$ cat config.mk
export PLATFORM = sky130hd
export DESIGN_NAME = gesture_sig_matcher
export DESIGN_NICKNAME = d
export VERILOG_FILES = /design/src/rtl/gsm_pkg.sv /design/src/rtl/gsm_point_buf.sv /design/src/rtl/gsm_extent.sv /design/src/rtl/gsm_seq_builder.sv /design/src/rtl/gsm_matcher.sv /design/src/rtl/gesture_sig_matcher.sv
export SDC_FILE = /design/constraint.sdc
export NUM_CORES = 2
export LEC_CHECK = 0
export ABC_AREA = 1
export BUFFER_PORTS_ARGS = -buffer_cell sky130_fd_sc_hd__clkbuf_2
export CORE_UTILIZATION = 65
export DETAILED_ROUTE_END_ITERATION = 8
export HOLD_SLACK_MARGIN = 0.03
export PLACE_DENSITY = 0.8
export SLEW_MARGIN = 20
export SYNTH_ARGS = -nofsm -noshare
export SYNTH_HDL_FRONTEND = slang
export SYNTH_SLANG_ARGS = --single-unit
$ cat constraint.sdc
create_clock -name clk -period 6.2 [get_ports clk]
set_input_delay 0.62 -clock clk [delete_from_list [all_inputs] [get_ports clk]]
set_output_delay 0.62 -clock clk [all_outputs]
set_load 0.05 [all_outputs]
$ cat src/rtl/gsm_pkg.sv
package gsm_pkg;

  localparam int MAX_SEQ = 16;
  localparam int LW      = $clog2(MAX_SEQ + 1);
  localparam int NUM_TPL = 5;

  typedef enum logic [1:0] {ST_IDLE, ST_PASS1, ST_PASS2, ST_FIN} gsm_state_e;

  // Template entry i sits at bit i of the X and Y vectors.
  function automatic logic [LW-1:0] tpl_len(input int i);
    case (i)
      0:       return LW'(2);
      1:       return LW'(3);
      default: return LW'(4);
    endcase
  endfunction

  function automatic logic [MAX_SEQ-1:0] tpl_x(input int i);
    case (i)
      0, 1:    return MAX_SEQ'(16'h0002);
      default: return MAX_SEQ'(16'h0006);
    endcase
  endfunction

  function automatic logic [MAX_SEQ-1:0] tpl_y(input int i);
    case (i)
      0:       return MAX_SEQ'(16'h0002);
      1:       return MAX_SEQ'(16'h0005);
      3:       return MAX_SEQ'(16'h0003);
      default: return MAX_SEQ'(16'h000C);
    endcase
  endfunction

  function automatic int tpl_code(input int i);
    case (i)
      0:       return 2;
      1:       return 3;
      2:       return 4;
      3:       return 5;
      default: return 7;
    endcase
  endfunction

endpackage

$ cat src/rtl/gsm_point_buf.sv
module gsm_point_buf #(
  parameter int AW = 6,
  parameter int CW = 10
) (
  input  logic          clk,
  input  logic          we,
  input  logic [AW-1:0] waddr,
  input  logic [CW-1:0] wx,
  input  logic [CW-1:0] wy,
  input  logic [AW-1:0] raddr,
  output logic [CW-1:0] rx,
  output logic [CW-1:0] ry
);
  localparam int DEPTH = 1 << AW;

  logic [2*CW-1:0] mem [DEPTH];
  logic [2*CW-1:0] rdata;

  always_ff @(posedge clk) begin
    if (we) mem[waddr] <= {wx, wy};
    rdata <= mem[raddr];
  end

  assign rx = rdata[2*CW-1:CW];
  assign ry = rdata[CW-1:0];
endmodule

$ cat src/rtl/gsm_extent.sv
module gsm_extent #(
  parameter int CW = 10
) (
  input  logic          clk,
  input  logic          rst,
  input  logic          clr,
  input  logic          vld,
  input  logic [CW-1:0] x,
  input  logic [CW-1:0] y,
  output logic [CW-1:0] mid_x,
  output logic [CW-1:0] mid_y
);
  logic [CW-1:0] lo_x, hi_x, lo_y, hi_y;
  logic [CW:0]   sum_x, sum_y;

  always_ff @(posedge clk) begin
    if (rst || clr) begin
      lo_x <= '1;
      lo_y <= '1;
      hi_x <= '0;
      hi_y <= '0;
    end else if (vld) begin
      if (x < lo_x) lo_x <= x;
      if (x > hi_x) hi_x <= x;
      if (y < lo_y) lo_y <= y;
      if (y > hi_y) hi_y <= y;
    end
  end

  assign sum_x = {1'b0, lo_x} + {1'b0, hi_x};
  assign sum_y = {1'b0, lo_y} + {1'b0, hi_y};
  assign mid_x = sum_x[CW:1];
  assign mid_y = sum_y[CW:1];
endmodule

$ cat src/rtl/gsm_seq_builder.sv
module gsm_seq_builder
  import gsm_pkg::*;
#(
  parameter int CW = 10
) (
  input  logic               clk,
  input  logic               rst,
  input  logic               clr,
  input  logic               vld,
  input  logic [CW-1:0]      x,
  input  logic [CW-1:0]      y,
  input  logic [CW-1:0]      mid_x,
  input  logic [CW-1:0]      mid_y,
  output logic [MAX_SEQ-1:0] sig_x,
  output logic [MAX_SEQ-1:0] sig_y,
  output logic [LW-1:0]      sig_len,
  output logic               ovf
);
  logic first, prev_bx, prev_by;
  logic bx, by, edge_seen;

  assign bx        = (x > mid_x);
  assign by        = (y > mid_y);
  assign edge_seen = first || (bx != prev_bx) || (by != prev_by);

  always_ff @(posedge clk) begin
    if (rst || clr) begin
      first   <= 1'b1;
      prev_bx <= 1'b0;
      prev_by <= 1'b0;
      sig_x   <= '0;
      sig_y   <= '0;
      sig_len <= '0;
      ovf     <= 1'b0;
    end else if (vld) begin
      first   <= 1'b0;
      prev_bx <= bx;
      prev_by <= by;
      if (edge_seen) begin
        if (sig_len == LW'(MAX_SEQ)) begin
          ovf <= 1'b1;
        end else begin
          for (int i = 0; i < MAX_SEQ; i++) begin
            if (sig_len == LW'(i)) begin
              sig_x[i] <= bx;
              sig_y[i] <= by;
            end
          end
          sig_len <= sig_len + LW'(1);
        end
      end
    end
  end
endmodule

$ cat src/rtl/gsm_matcher.sv
module gsm_matcher
  import gsm_pkg::*;
#(
  parameter int TW = 4
) (
  input  logic [MAX_SEQ-1:0] sig_x,
  input  logic [MAX_SEQ-1:0] sig_y,
  input  logic [LW-1:0]      sig_len,
  input  logic               ovf,
  output logic               hit,
  output logic [TW-1:0]      code
);
  logic [MAX_SEQ-1:0] mask;
  logic [NUM_TPL-1:0] tpl_hit;

  always_comb begin
    for (int b = 0; b < MAX_SEQ; b++) mask[b] = (LW'(b) < sig_len);
  end

  for (genvar t = 0; t < NUM_TPL; t++) begin : g_tpl
    assign tpl_hit[t] = !ovf && (sig_len == tpl_len(t)) &&
                        (((sig_x ^ tpl_x(t)) & mask) == '0) &&
                        (((sig_y ^ tpl_y(t)) & mask) == '0);
  end

  always_comb begin
    hit  = 1'b0;
    code = '0;
    for (int t = NUM_TPL - 1; t >= 0; t--) begin
      if (tpl_hit[t]) begin
        hit  = 1'b1;
        code = TW'(tpl_code(t));
      end
    end
  end
endmodule

$ cat src/rtl/gesture_sig_matcher.sv
module gesture_sig_matcher
  import gsm_pkg::*;
#(
  parameter int CW = 10,
  parameter int AW = 6,
  parameter int TW = 4
) (
  input  logic          clk,
  input  logic          rst,
  input  logic          wr_en,
  input  logic [AW-1:0] wr_addr,
  input  logic [CW-1:0] wr_x,
  input  logic [CW-1:0] wr_y,
  input  logic [AW:0]   num_pts,
  input  logic          start,
  input  logic [TW-1:0] cur_tempo,
  output logic          busy,
  output logic          done,
  output logic [TW-1:0] tempo_out,
  output logic          matched
);
  localparam int CNTW = AW + 1;
  localparam logic [CNTW-1:0] DEPTH = CNTW'(1 << AW);

  gsm_state_e state;
  logic [CNTW-1:0] n_q, idx;
  logic rd_vld, issue, pass_end, in_pass, accept;
  logic [CW-1:0] rx, ry, mid_x, mid_y;
  logic [MAX_SEQ-1:0] sig_x, sig_y;
  logic [LW-1:0] sig_len;
  logic ovf, hit;
  logic [TW-1:0] code;

  assign in_pass  = (state == ST_PASS1) || (state == ST_PASS2);
  assign issue    = in_pass && (idx < n_q);
  assign pass_end = in_pass && (idx == n_q) && !rd_vld;
  assign accept   = (state == ST_IDLE) && start;

  gsm_point_buf #(.AW(AW), .CW(CW)) u_buf (
    .clk  (clk),
    .we   (wr_en && (state == ST_IDLE)),
    .waddr(wr_addr),
    .wx   (wr_x),
    .wy   (wr_y),
    .raddr(idx[AW-1:0]),
    .rx   (rx),
    .ry   (ry)
  );

  gsm_extent #(.CW(CW)) u_ext (
    .clk  (clk),
    .rst  (rst),
    .clr  (accept),
    .vld  (rd_vld && (state == ST_PASS1)),
    .x    (rx),
    .y    (ry),
    .mid_x(mid_x),
    .mid_y(mid_y)
  );

  gsm_seq_builder #(.CW(CW)) u_seq (
    .clk    (clk),
    .rst    (rst),
    .clr    (accept),
    .vld    (rd_vld && (state == ST_PASS2)),
    .x      (rx),
    .y      (ry),
    .mid_x  (mid_x),
    .mid_y  (mid_y),
    .sig_x  (sig_x),
    .sig_y  (sig_y),
    .sig_len(sig_len),
    .ovf    (ovf)
  );

  gsm_matcher #(.TW(TW)) u_match (
    .sig_x  (sig_x),
    .sig_y  (sig_y),
    .sig_len(sig_len),
    .ovf    (ovf),
    .hit    (hit),
    .code   (code)
  );

  always_ff @(posedge clk) begin
    if (rst) begin
      state     <= ST_IDLE;
      n_q       <= '0;
      idx       <= '0;
      rd_vld    <= 1'b0;
      done      <= 1'b0;
      tempo_out <= '0;
      matched   <= 1'b0;
    end else begin
      done <= 1'b0;
      case (state)
        ST_IDLE: begin
          if (start) begin
            n_q    <= (num_pts > DEPTH) ? DEPTH : num_pts;
            idx    <= '0;
            rd_vld <= 1'b0;
            state  <= ST_PASS1;
          end
        end
        ST_PASS1, ST_PASS2: begin
          rd_vld <= issue;
          if (issue) idx <= idx + CNTW'(1);
          if (pass_end) begin
            idx   <= '0;
            state <= (state == ST_PASS1) ? ST_PASS2 : ST_FIN;
          end
        end
        default: begin
          tempo_out <= hit ? code : cur_tempo;
          matched   <= hit;
          done      <= 1'b1;
          state     <= ST_IDLE;
        end
      endcase
    end
  end

  assign busy = (state != ST_IDLE);
endmodule

==> flow_summary_export.csv <==
group,metric,value,unit
status,outcome,"completed",
global_routing,grt_max_degree,227,
synth,seq_area_frac_synth,0.712,
run,cap_violations,0,
power,worst_ir_drop_vdd,0.000315,V
setup_path,crit_type,"flip-flop to flip-flop",
placement,io_buffers,47,
placement,gp_congestion,0.881,
power,p_leak,21.5,nW
setup_path,path_max_fanout,23,
synth,netlist_top_cells_area,"edfxtp_1 (67%), o21ai_0 (6.1%), nor2_1 (5.4%), dfxtp_1 (4.3%), nand2_1 (2.7%)",
timing,period_needed,4.06,ns
setup_path,cpPeakStageDelay,0.46,ns
route,wl_per_cell,24.9,um
min_path,whs_path_depth,3,
global_routing,overflow,0,
global_routing,grt_pass1_vias,38000,
setup_path,worstSetupStartpoint,"u_ext.hi_y[0]$_SDFFE_PP0P_",
timing,rsz0062_at_grt,"no",
synth,synth_edf_count,1280,
timing,worstMarginPinSlew,1.11,ns
timing,skew,0.0292,ns
synth,synth_cells,4745,
clock_tree,insertion_delay,0.77,ns
clock_tree,path_clk_slew,0.06,ns
setup_path,reg2reg_from,"u_ext.hi_y[0]$_SDFFE_PP0P_",
clock_tree,cts_inserted_buffers,139,
setup_path,r2r-end,"u_seq.sig_len[0]$_SDFFE_PP0P_",
min_path,hold_path_class,"primary input to flip-flop",
timing,fmax,0.246,GHz
timing,finalCritPeriodShare,0.655,
timing,finalHoldViolCount,0,
setup_path,crit_slowest_cell,"fa_1",
route,drt_iter0_markers,5650,
floorplanning,core,87200,um2
power,finalPower,0.0226,W
synth,ys_seq_elements,1404,
layout,nNetsFinal,4873,
clock_tree,post_cts_buffers,0,
global_routing,grt_first_pass_wirelength,223,mm
synth,async_flop_share,0,
timing,slew_violations,0,
timing,finalSetupViolCount,0,
clock_tree,ctsResizeCount,0,
setup_path,crit_path_end_kind,"flip-flop",
floorplanning,fp-row-count,108,
floorplanning,start_util,0.659,
setup_path,cp-endpoint,"u_seq.sig_len[0]$_SDFFE_PP0P_",
route,vias,39500,
setup_path,r2r_cells,28,
synth,synth_nets,4880,
global_routing,antenna_found_initial,3,
clock_tree,cts-hold-fix-buffers,0,
route,first_pass_iters,8,
setup_path,worstPathArrival,4.70,ns
clock_tree,cts_root_buf,"clkbuf_16",
synth,synth_area,57400,um2
layout,syn_to_final_growth,10.3,%
setup_path,cp_common_cell,"nand2_1",
clock_tree,h-tree-depth,4,
synth,avgSynthCellArea,12.1,um2
clock_tree,clockBufferDepth,3,
floorplanning,die_area,89600,um2
synth,synth_ff_type,"edfxtp_1",
setup_path,startpoint_type,"flip-flop",
timing,fin_tns_setup,0,ns
placement,place_hpwl,78.7,mm
setup_path,crit_required,6.84,ns
timing,slew_headroom,0.260,
floorplanning,die-width,299,um
global_routing,grt.total_usage,0.332,
synth,yosys_warnings,0,
clock_tree,cts_sinks,1404,
floorplanning,ios,48,
synth,yosysTopAreaCellShare,0.669,
layout,drive_gt1_frac,0.0861,
synth,yosys.area.top_type,"edfxtp_1",
route,ant_nets,0,
synth,synth_cell_types,46,
clock_tree,cts_tree,"yes",
power,power_density,356,nW/um2
layout,stdcell_area,63400,um2
route,routed_via_density,6.58,
floorplanning,die_h,299,um
setup_path,ff2ff_setup_slack,2.14,ns
route,routed_wl,149,mm
route,drc,0,
placement,place_area,59000,um2
logic make-up after synthesis:
| kind of cell | Yosys count | share of synthesized area |
|---|---|---|
| xor+xnor | 21 | 0.00320 |
| simple gates | 1505 | 0.106 |
| compound gates | 1232 | 0.123 |
| buf+inv | 489 | 0.0344 |
| fa+ha+maj | 94 | 0.0207 |
| flops | 1404 | 0.712 |
power breakdown:
group	switching [W]	internal [W]	leakage (nW)	total, W
Clock	0.00352	0.00464	2.13	0.00816
Combinational	0.00270	0.00105	6.87	0.00375
Sequential	0.000200	0.0105	12.5	0.0107
Total	0.00642	0.0162	21.5	0.0226
worst max-delay path: cells and delay by family, from the launching register on:
family / cells / cell delay [ns]
AOI/OAI and AO/OA: 4 / 0.47
adders and majority gates: 2 / 0.61
buffers and inverters: 2 / 0.22
DFF: 1 / 0.32
and+or+nand+nor: 20 / 2.34
final cells by class:
class / count / area, um2
Antenna cell: 1 / 2.50
Clock buffer: 181 / 3780
Clock inverter: 66 / 567
Fill cell: 5432 / 23800
Inverter: 200 / 777
Multi-Input combinational cell: 2852 / 14800
Sequential cell: 1404 / 40900
Tap cell: 1155 / 1450
Timing Repair Buffer: 141 / 1040
state kept, by name, indices dropped and copies added (netlist names):
register,cells
done,1
idx,7
matched,1
n_q,7
rd_vld,1
state,2
tempo_out,4
u_buf.mem,1280
u_buf.rdata,20
u_ext.hi_x,10
u_ext.hi_y,10
u_ext.lo_x,10
u_ext.lo_y,10
u_seq.first,1
u_seq.ovf,1
u_seq.prev_bx,1
u_seq.prev_by,1
u_seq.sig_len,5
u_seq.sig_x,16
u_seq.sig_y,16
metrics by stage:
stage	cells	setup WS [ns]	hold WS, ns	util
after floorplan	4745	3.08	0.430	-
after global placement	5752	2.29	0.439	0.677
after detailed placement	5752	2.17	0.447	0.677
after CTS	5999	2.13	0.0824	0.727
after global routing	5999	1.54	0.114	0.727
final	6000	2.14	0.111	0.727
routing by layer:
layer  global-route usage  up-vias  part of all wire
met5                    0        -           0.00015
met1                0.452    19100              0.37
met2                0.515     2629              0.47
li1                     -    17400                 -
met4                0.166        4             0.048
met3               0.0672      443              0.11
synthesized netlist by cell type (2+ instances only):
cell type,count
edfxtp_1,1280
nor2_1,821
o21ai_0,704
nand2_1,411
clkbuf_1,210
o22ai_1,203
inv_1,187
nand3_1,187
dfxtp_1,124
o221ai_1,120
a21oi_1,114
ha_1,92
buf_2,52
nand4_1,52
o211ai_1,45
nor3_1,18
o21ai_1,13
o21bai_1,13
xor2_1,13
buf_1,12
buf_4,10
xnor2_1,8
clkinv_1,6
inv_2,6
a31oi_1,5
buf_6,5
nor4_1,4
a21o_1,3
nand3b_1,3
nor2_2,3
a21boi_0,2
fa_1,2
nor4_2,2
o2111ai_1,2
o41ai_1,2
cells in the final DEF (no fill, tap or decap), drive strengths merged, types with 2 or more instances in the layout:
cell and n:
nor3 18, nor2 825, o21bai 13, o211ai 45, bufinv 8, nand3b 3
a21boi 2, nand2 412, o22ai 203, inv 197, o221ai 120, edfxtp 1280
o41ai 2, o21ai 718, a31oi 5, buf 94, clkinv 59, nor4 6
clkinvlp 2, dfxtp 124, a21o 3, xor2 13, nand3 188, ha 92
o2111ai 2, fa 2, a21oi 115, clkbuf 228, nand4 52, xnor2 8
worst min path at each step:
stage / start / end / slack (ns)
2_1_floorplan: u_seq.ovf$_SDFFE_PP0P_ / u_seq.ovf$_SDFFE_PP0P_ / 0.43
3_3_place_gp: u_seq.ovf$_SDFFE_PP0P_ / u_seq.ovf$_SDFFE_PP0P_ / 0.44
3_5_place_dp: u_seq.ovf$_SDFFE_PP0P_ / u_seq.ovf$_SDFFE_PP0P_ / 0.45
4_1_cts: num_pts[6] / n_q[6]$_SDFFE_PP0P_ / 0.08
5_1_grt: num_pts[6] / n_q[6]$_SDFFE_PP0P_ / 0.11
6_report: num_pts[6] / n_q[6]$_SDFFE_PP0P_ / 0.11
(Power assumes the default switching activity.)
